### config.mk
export PLATFORM = sky130hd
export DESIGN_NAME = msi_src_lookup
export DESIGN_NICKNAME = d
export VERILOG_FILES = /design/src/rtl/msi_lookup_pkg.sv /design/src/rtl/msi_src_decode.sv /design/src/rtl/msi_entry_addr.sv /design/src/rtl/msi_owner_check.sv /design/src/rtl/msi_src_lookup.sv
export SDC_FILE = /design/constraint.sdc
export NUM_CORES = 1
export LEC_CHECK = 0
export ABC_CLOCK_PERIOD_IN_PS = 4550
export BUFFER_PORTS_ARGS = -buffer_cell sky130_fd_sc_hd__buf_2
export CAP_MARGIN = 10
export CORE_UTILIZATION = 40
export DETAILED_ROUTE_END_ITERATION = 7
export PLACE_DENSITY_LB_ADDON = 0.08
export SYNTH_ARGS = -nofsm -noshare
export SYNTH_HDL_FRONTEND = slang
export SYNTH_SLANG_ARGS = --single-unit
### constraint.sdc
create_clock -name clk -period 4.55 [get_ports clk]
set_clock_uncertainty 0.1 [all_clocks]
set_input_delay 0.91 -clock clk [delete_from_list [all_inputs] [get_ports clk]]
set_output_delay 0.91 -clock clk [all_outputs]
set_load 0.01 [all_outputs]
### src/rtl/msi_lookup_pkg.sv
// Package: shared state type and the byte-order helper for the MSI source lookup.
// Assumes 64-bit table entries.
package msi_lookup_pkg;

    typedef enum logic [0:0] {
        LK_IDLE = 1'b0,
        LK_READ = 1'b1
    } lk_state_e;

    // Reverse byte order of a 64-bit word (big-endian memory to value).
    function automatic logic [63:0] swap_bytes64(input logic [63:0] raw);
        logic [63:0] res;
        for (int k = 0; k < 8; k++) begin
            res[8*k +: 8] = raw[8*(7-k) +: 8];
        end
        return res;
    endfunction

endpackage

### src/rtl/msi_src_decode.sv
// msi_src_decode: forms the source number from a message and checks it against
// the configured source count. Purely combinational.
// Assumes ADDR_W >= ADDR_LSB + SRC_W and DLO_W <= SRC_W.
module msi_src_decode #(
    parameter int ADDR_W   = 64,
    parameter int DATA_W   = 16,
    parameter int SRC_W    = 16,
    parameter int ADDR_LSB = 4,
    parameter int DLO_W    = 5
) (
    input  logic [ADDR_W-1:0] msg_addr,
    input  logic [DATA_W-1:0] msg_data,
    input  logic [SRC_W:0]    src_count,
    output logic [SRC_W-1:0]  src_num,
    output logic              src_in_count
);
    localparam int PAD_W = SRC_W - DLO_W;

    // Source number: address field OR-ed with low data bits.
    always_comb begin
        src_num = msg_addr[ADDR_LSB +: SRC_W] | {{PAD_W{1'b0}}, msg_data[DLO_W-1:0]};
    end

    // Bound check against the configured count.
    always_comb begin
        src_in_count = ({1'b0, src_num} < src_count);
    end

    // Bits that do not take part in the decode.
    logic unused_bits;
    assign unused_bits = ^{msg_addr, msg_data};

endmodule

### src/rtl/msi_entry_addr.sv
// msi_entry_addr: validates a source against the vector table settings and
// computes the byte address of its entry. Purely combinational.
// Assumes the table base is aligned to 2**ALIGN_W bytes after masking.
module msi_entry_addr #(
    parameter int ADDR_W   = 64,
    parameter int SRC_W    = 16,
    parameter int ALIGN_W  = 12,
    parameter int SMALL_SH = 4,
    parameter int BIG_SH   = 7
) (
    input  logic [SRC_W-1:0]  src_num,
    input  logic              tbl_en,
    input  logic [SRC_W:0]    tbl_len,
    input  logic [ADDR_W-1:0] tbl_base,
    input  logic              big_entry,
    output logic              src_in_len,
    output logic [ADDR_W-1:0] entry_addr
);
    localparam int EXT_W = ADDR_W - SRC_W;
    localparam logic [ADDR_W-1:0] BASE_MASK = ~((ADDR_W'(1) << ALIGN_W) - ADDR_W'(1));

    logic [ADDR_W-1:0] src_ext;
    logic [ADDR_W-1:0] offset;

    // Source must fall below the table length field.
    always_comb begin
        src_in_len = ({1'b0, src_num} < tbl_len);
    end

    // Entry offset scaled by the selected stride, added to the masked base.
    always_comb begin
        src_ext    = {{EXT_W{1'b0}}, src_num};
        offset     = big_entry ? (src_ext << BIG_SH) : (src_ext << SMALL_SH);
        entry_addr = (tbl_base & BASE_MASK) + offset;
    end

    // Enable is consumed by the sequencer; kept here for a clear port set.
    logic unused_en;
    assign unused_en = tbl_en;

endmodule

### src/rtl/msi_owner_check.sv
// msi_owner_check: restores the byte order of a fetched entry and compares its
// partition field with the partition carried by the message. Combinational.
// Assumes the field lies inside the 64-bit entry.
module msi_owner_check
    import msi_lookup_pkg::*;
#(
    parameter int PE_W   = 16,
    parameter int PE_LSB = 0
) (
    input  logic [63:0]     raw_entry,
    input  logic [PE_W-1:0] want_pe,
    output logic            pe_match
);
    logic [63:0] entry_val;

    // Big-endian entry to native value, then field compare.
    always_comb begin
        entry_val = swap_bytes64(raw_entry);
        pe_match  = (entry_val[PE_LSB +: PE_W] == want_pe);
    end

    // Remaining entry fields belong to later stages.
    logic unused_fields;
    assign unused_fields = ^entry_val;

endmodule

### src/rtl/msi_src_lookup.sv
// msi_src_lookup: accepts one MSI write at a time, decodes its source, applies
// the range, table and ownership checks, and emits a one-cycle trigger or a
// one-cycle error pulse. Configuration inputs are assumed static while a
// request is in flight; the memory port answers only while mem_rd_en is high.
module msi_src_lookup
    import msi_lookup_pkg::*;
#(
    parameter int ADDR_W  = 64,
    parameter int DATA_W  = 16,
    parameter int SRC_W   = 16,
    parameter int PE_W    = 16,
    parameter int ALIGN_W = 12
) (
    input  logic              clk,
    input  logic              rst_n,
    input  logic              req_valid,
    output logic              req_ready,
    input  logic [ADDR_W-1:0] req_addr,
    input  logic [DATA_W-1:0] req_data,
    input  logic              req_has_pe,
    input  logic [PE_W-1:0]   req_pe,
    input  logic [SRC_W:0]    cfg_src_count,
    input  logic              cfg_tbl_en,
    input  logic [SRC_W:0]    cfg_tbl_len,
    input  logic [ADDR_W-1:0] cfg_tbl_base,
    input  logic              cfg_big_entry,
    output logic              mem_rd_en,
    output logic [ADDR_W-1:0] mem_rd_addr,
    input  logic              mem_rd_done,
    input  logic              mem_rd_err,
    input  logic [63:0]       mem_rd_data,
    output logic              trig_valid,
    output logic [SRC_W-1:0]  trig_src,
    output logic              err_range,
    output logic              err_tbl_off,
    output logic              err_owner,
    output logic              err_read
);
    lk_state_e         state_q;
    logic [SRC_W-1:0]  src_num;
    logic              src_in_count;
    logic              src_in_len;
    logic [ADDR_W-1:0] entry_addr;
    logic [SRC_W-1:0]  src_q;
    logic [PE_W-1:0]   pe_q;
    logic              pe_match;
    logic              req_fire;

    msi_src_decode #(
        .ADDR_W(ADDR_W), .DATA_W(DATA_W), .SRC_W(SRC_W)
    ) u_decode (
        .msg_addr    (req_addr),
        .msg_data    (req_data),
        .src_count   (cfg_src_count),
        .src_num     (src_num),
        .src_in_count(src_in_count)
    );

    msi_entry_addr #(
        .ADDR_W(ADDR_W), .SRC_W(SRC_W), .ALIGN_W(ALIGN_W)
    ) u_addr (
        .src_num   (src_num),
        .tbl_en    (cfg_tbl_en),
        .tbl_len   (cfg_tbl_len),
        .tbl_base  (cfg_tbl_base),
        .big_entry (cfg_big_entry),
        .src_in_len(src_in_len),
        .entry_addr(entry_addr)
    );

    msi_owner_check #(
        .PE_W(PE_W)
    ) u_owner (
        .raw_entry(mem_rd_data),
        .want_pe  (pe_q),
        .pe_match (pe_match)
    );

    // Handshake: only the idle state takes a new message.
    always_comb begin
        req_ready = (state_q == LK_IDLE);
        req_fire  = req_valid && req_ready;
        mem_rd_en = (state_q == LK_READ);
    end

    // Sequencer: classify accepted messages and finish table lookups.
    always_ff @(posedge clk) begin
        if (!rst_n) begin
            state_q     <= LK_IDLE;
            src_q       <= '0;
            pe_q        <= '0;
            mem_rd_addr <= '0;
            trig_valid  <= 1'b0;
            trig_src    <= '0;
            err_range   <= 1'b0;
            err_tbl_off <= 1'b0;
            err_owner   <= 1'b0;
            err_read    <= 1'b0;
        end else begin
            trig_valid  <= 1'b0;
            err_range   <= 1'b0;
            err_tbl_off <= 1'b0;
            err_owner   <= 1'b0;
            err_read    <= 1'b0;
            unique case (state_q)
                LK_IDLE: begin
                    if (req_fire) begin
                        if (!src_in_count) begin
                            err_range <= 1'b1;
                        end else if (!req_has_pe) begin
                            trig_valid <= 1'b1;
                            trig_src   <= src_num;
                        end else if (!cfg_tbl_en) begin
                            err_tbl_off <= 1'b1;
                        end else if (!src_in_len) begin
                            err_range <= 1'b1;
                        end else begin
                            state_q     <= LK_READ;
                            src_q       <= src_num;
                            pe_q        <= req_pe;
                            mem_rd_addr <= entry_addr;
                        end
                    end
                end
                LK_READ: begin
                    if (mem_rd_done) begin
                        state_q <= LK_IDLE;
                        if (mem_rd_err) begin
                            err_read <= 1'b1;
                        end else if (pe_match) begin
                            trig_valid <= 1'b1;
                            trig_src   <= src_q;
                        end else begin
                            err_owner <= 1'b1;
                        end
                    end
                end
                default: state_q <= LK_IDLE;
            endcase
        end
    end

    // an out-of-count source produces a range error and nothing else.
    a_r2_count_drop: assert property (@(posedge clk) disable iff (!rst_n)
        (req_fire && !src_in_count) |=> (err_range && !trig_valid && !mem_rd_en));

    // the read request holds with a stable address until completion.
    a_r6_read_hold: assert property (@(posedge clk) disable iff (!rst_n)
        (mem_rd_en && !mem_rd_done) |=> (mem_rd_en && $stable(mem_rd_addr)));

    // every entry address lies on a 16-byte boundary.
    a_r6_addr_align: assert property (@(posedge clk) disable iff (!rst_n)
        mem_rd_en |-> (mem_rd_addr[3:0] == 4'h0));

    // a completed read with a foreign partition gives an ownership error.
    a_r8_owner_drop: assert property (@(posedge clk) disable iff (!rst_n)
        (mem_rd_en && mem_rd_done && !mem_rd_err && !pe_match) |=> (err_owner && !trig_valid));

    // a failed read gives a read error and no trigger.
    a_r9_read_fail: assert property (@(posedge clk) disable iff (!rst_n)
        (mem_rd_en && mem_rd_done && mem_rd_err) |=> (err_read && !trig_valid));

    // no new message is taken while a lookup is outstanding.
    a_r10_single_flight: assert property (@(posedge clk) disable iff (!rst_n)
        mem_rd_en |-> !req_ready);

    // at most one outcome per cycle.
    a_r3_one_outcome: assert property (@(posedge clk) disable iff (!rst_n)
        $onehot0({trig_valid, err_range, err_tbl_off, err_owner, err_read}));

endmodule

==> run summary <==
Worst path most repeated cell - a211oi_1
Clk pwr share - 45.1%
clk_lat worst skew - 410 ps
Clock Sinks - 114
Layout Cells excl Fill - 1346
Placed Area - 0.008990 mm²
fmax - 273.2 MHz
reg2reg start - mem_rd_en$_SDFF_PN0_
global route hottest layer - met2
# diodes - 0
RSZ-0062 raised after global routing - no
Pint - 2.198 mW
total power - 3.090 mW
post_cts resized - 0
buffers plus inverters on the worst setup path - 2
fill cell count - 1887
Peak VDD IR - 0.0002640 V
clock transition at the registers of the reported paths - 60 ps
initial antenna violation count - 0
WHS Path Cells - 2
ANT nets after route - 0
Nets - 1407
Post-synth EDFFs - 0
wire length per cell - 16.75 µm
switching part of the total - 28.86%
grt ovf - 0
gr usage total - 23.41%
min Tclk post-route - 3660 ps
post-placement cell count - 1314
final hold viol count - 0
Finished Cell Area - 0.009603 mm²
PD cells - 321.7 mW/mm²
Tcrit/Tclk final - 80.44%
register area share after synthesis - 29.89%
Sw Pwr - 0.8918 mW
Inserted Clock Buffers - 17
HPWL after detailed placement - 15890 µm
CP max FO - 22
I/O Pins - 353
# DRC - 0
CP max-delay cell - fa_1
Worst Reg-to-Reg Cells - 5
initial core utilization - 40.82%
Rows - 50
DRT Wirelength - 22550 µm
LEAKAGE - 4.270 nW
Avg Inst Size Synth - 8.513 µm²
chip width - 140.2 µm
setup bufs post-CTS - 0
first-pass GRT wire length - 36600 µm
number of port buffers - 229
ys async rst share - 0%
Netlist cell types - 70
CP arrival - 3880 ps
via/cell ratio - 5.464
FF+latch count, synth - 114
Area Growth Syn to Fin - 25.76%
critical-path cell list - buf_2 -> mux2_2 -> ha_1 -> fa_1 -> a211oi_1 -> o21ai_2 -> a211oi_2 -> buf_4 -> nor3_1 -> xnor2_1 -> a211oi_1
setup ws final - 890.0 ps
slowest stage delay, CP - 430 ps
GP Congestion - 0.8434
R2R Path End - mem_rd_addr[33]$_SDFFE_PN0P_
core footprint - 0.01871 mm²
H-tree depth - 4
Startpoint Class - primary input
Reg power frac - 34.6%
Die Y-Extent - 140.2 µm
full die area - 0.01965 mm²
drt pass-1 iters - 6
Comb power frac - 20.3%
CP Class - primary input to flip-flop
Top delay family on crit path - compound AO/OA/AOI/OAI gates
share of post-route cells with drive strength above 1 - 29.68%
CTS root buffer - clkbuf_16
max_cap viols - 0
grt met3 use - 4.752%
hold path startpoint - mem_rd_addr[4]$_SDFFE_PN0P_
Worst Hold Path EP - mem_rd_addr[4]$_SDFFE_PN0P_
status - finished clean
WP data required - 4770 ps
r2r setup slk - 2340 ps
Worst-Margin Slew - 841.2 ps
hold_buf cts - 0
Worst Hold Class - flip-flop to flip-flop
Max Transition Viols Final - 0
Cell Area, Synth - 0.007636 mm²
vias in the first global route - 7016
Core Util, Final - 51.34%
Setup-failing EPs final - 0
pre-CTS setup slack - 495.8 ps
CTS tree - done
GRT met2 Usage - 38.26%
yosys warns - 0
final hold slack - 350.9 ps
top_reg_cell synth - dfxtp_1
Slew HR - 43.92%
Crit. End Element - flip-flop
setup tns final - 0 ps
Starting DRT DRC Count - 426
via count - 7355
synthesized instance count - 897
Max Buffers Root-to-Sink - 2
largest net degree at the start of global routing - 139
M1 GR Usage - 31.27%
==> layer usage <==
metal	wire (µm)	share of wire, %	vias to the layer above
met3	1261	5.6	22
met1	10520	47	3449
met5	0	0	-
met2	10490	47	224
met4	280	1.2	0
li1	-	-	3660
==> tightest hold or removal path: stages, from the launching register on <==
cell	delay (ps)
dfxtp_1	300
nand2_1	50
mux2i_1	50
==> state kept, by name, indices dropped and copies added (netlist names) <==
signal       cells
trig_valid       1
err_range        1
err_read         1
err_tbl_off      1
pe_q            16
src_q           16
mem_rd_addr     60
trig_src        16
mem_rd_en        1
err_owner        1
==> how the worst max path moves through the flow <==
stage / depth (start not counted) / start / end
6_report: 11 / cfg_big_entry / mem_rd_addr[54]$_SDFFE_PN0P_
5_1_grt: 11 / cfg_big_entry / mem_rd_addr[50]$_SDFFE_PN0P_
4_1_cts: 11 / cfg_big_entry / mem_rd_addr[54]$_SDFFE_PN0P_
3_5_place_dp: 11 / cfg_big_entry / mem_rd_addr[54]$_SDFFE_PN0P_
3_3_place_gp: 11 / cfg_big_entry / mem_rd_addr[54]$_SDFFE_PN0P_
2_1_floorplan: 11 / cfg_big_entry / mem_rd_addr[50]$_SDFFE_PN0P_
==> Yosys cell counts (all sizes together) (6+ instances only) <==
| cell type | count | area share, % |
|---|---|---|
| nand4 | 21 | 2.0 |
| clkbuf | 39 | 1.9 |
| nor3 | 17 | 1.1 |
| dfxtp | 114 | 30 |
| a211oi | 54 | 5.8 |
| o211ai | 7 | 0.69 |
| and3 | 9 | 0.74 |
| mux2 | 20 | 2.9 |
| a21oi | 27 | 1.8 |
| buf | 31 | 2.3 |
| o21ai | 18 | 1.2 |
| xnor2 | 38 | 4.4 |
| inv | 45 | 2.2 |
| mux2i | 70 | 9.2 |
| a21o | 9 | 0.88 |
| a41oi | 39 | 4.5 |
| nand3 | 28 | 1.8 |
| ha | 41 | 6.7 |
| a2111oi | 6 | 1.8 |
| nor4 | 11 | 1.2 |
| and2 | 7 | 0.57 |
| nand2 | 162 | 8.0 |
| nor2 | 14 | 0.69 |
| xor2 | 17 | 1.9 |
==> placed cells by master (no fill, tap or decap), drive strengths merged, types with 6 or more instances in the layout <==
| cell | synthesis | layout |
|---|---|---|
| a21o | 9 | 9 |
| xnor2 | 38 | 38 |
| o211ai | 7 | 7 |
| inv | 45 | 46 |
| and3 | 9 | 9 |
| nor2 | 14 | 14 |
| o21ai | 18 | 18 |
| nand3 | 28 | 28 |
| nor3 | 17 | 17 |
| and2 | 7 | 7 |
| a21oi | 27 | 27 |
| clkbuf | 39 | 20 |
| buf | 31 | 250 |
| nand2 | 162 | 162 |
| mux2 | 20 | 20 |
| a41oi | 39 | 39 |
| dfxtp | 114 | 114 |
| mux2i | 70 | 70 |
| nor4 | 11 | 11 |
| xor2 | 17 | 17 |
| nand4 | 21 | 21 |
| ha | 41 | 41 |
| a2111oi | 6 | 6 |
| a211oi | 54 | 54 |
==> power groups by stage <==
| stage | Combinational [mW] | Clock [mW] | Sequential, mW |
|---|---|---|---|
| floorplan | 0.371 | 0 | 1.11 |
| global placement | 0.623 | 0 | 1.09 |
| detailed placement | 0.625 | 0 | 1.09 |
| CTS | 0.629 | 1.42 | 1.07 |
| global route | 0.693 | 1.47 | 1.08 |
| finish | 0.626 | 1.39 | 1.07 |
==> cell type report <==
cell class,instances,area [µm²],area share [%]
well taps,234,292.8,3.049
flip-flops and latches,114,2282,23.77
multi-input cells,670,4911,51.14
clock inverters,12,156.4,1.629
inverters,46,172.7,1.798
clock buffers,20,456.7,4.756
repair buffers,250,1331,13.86
==> kinds of logic after synthesis <==
logic type	count (synthesis)	share of synthesized area [%]
buf+inv	116	6.456
simple gates	299	19.22
flops	114	29.89
compound gates	180	18.97
mux	90	12.13
fa+ha+maj	42	6.980
other cells	1	0.04911
xor+xnor	55	6.308
Power figures use the tool's default switching activity.
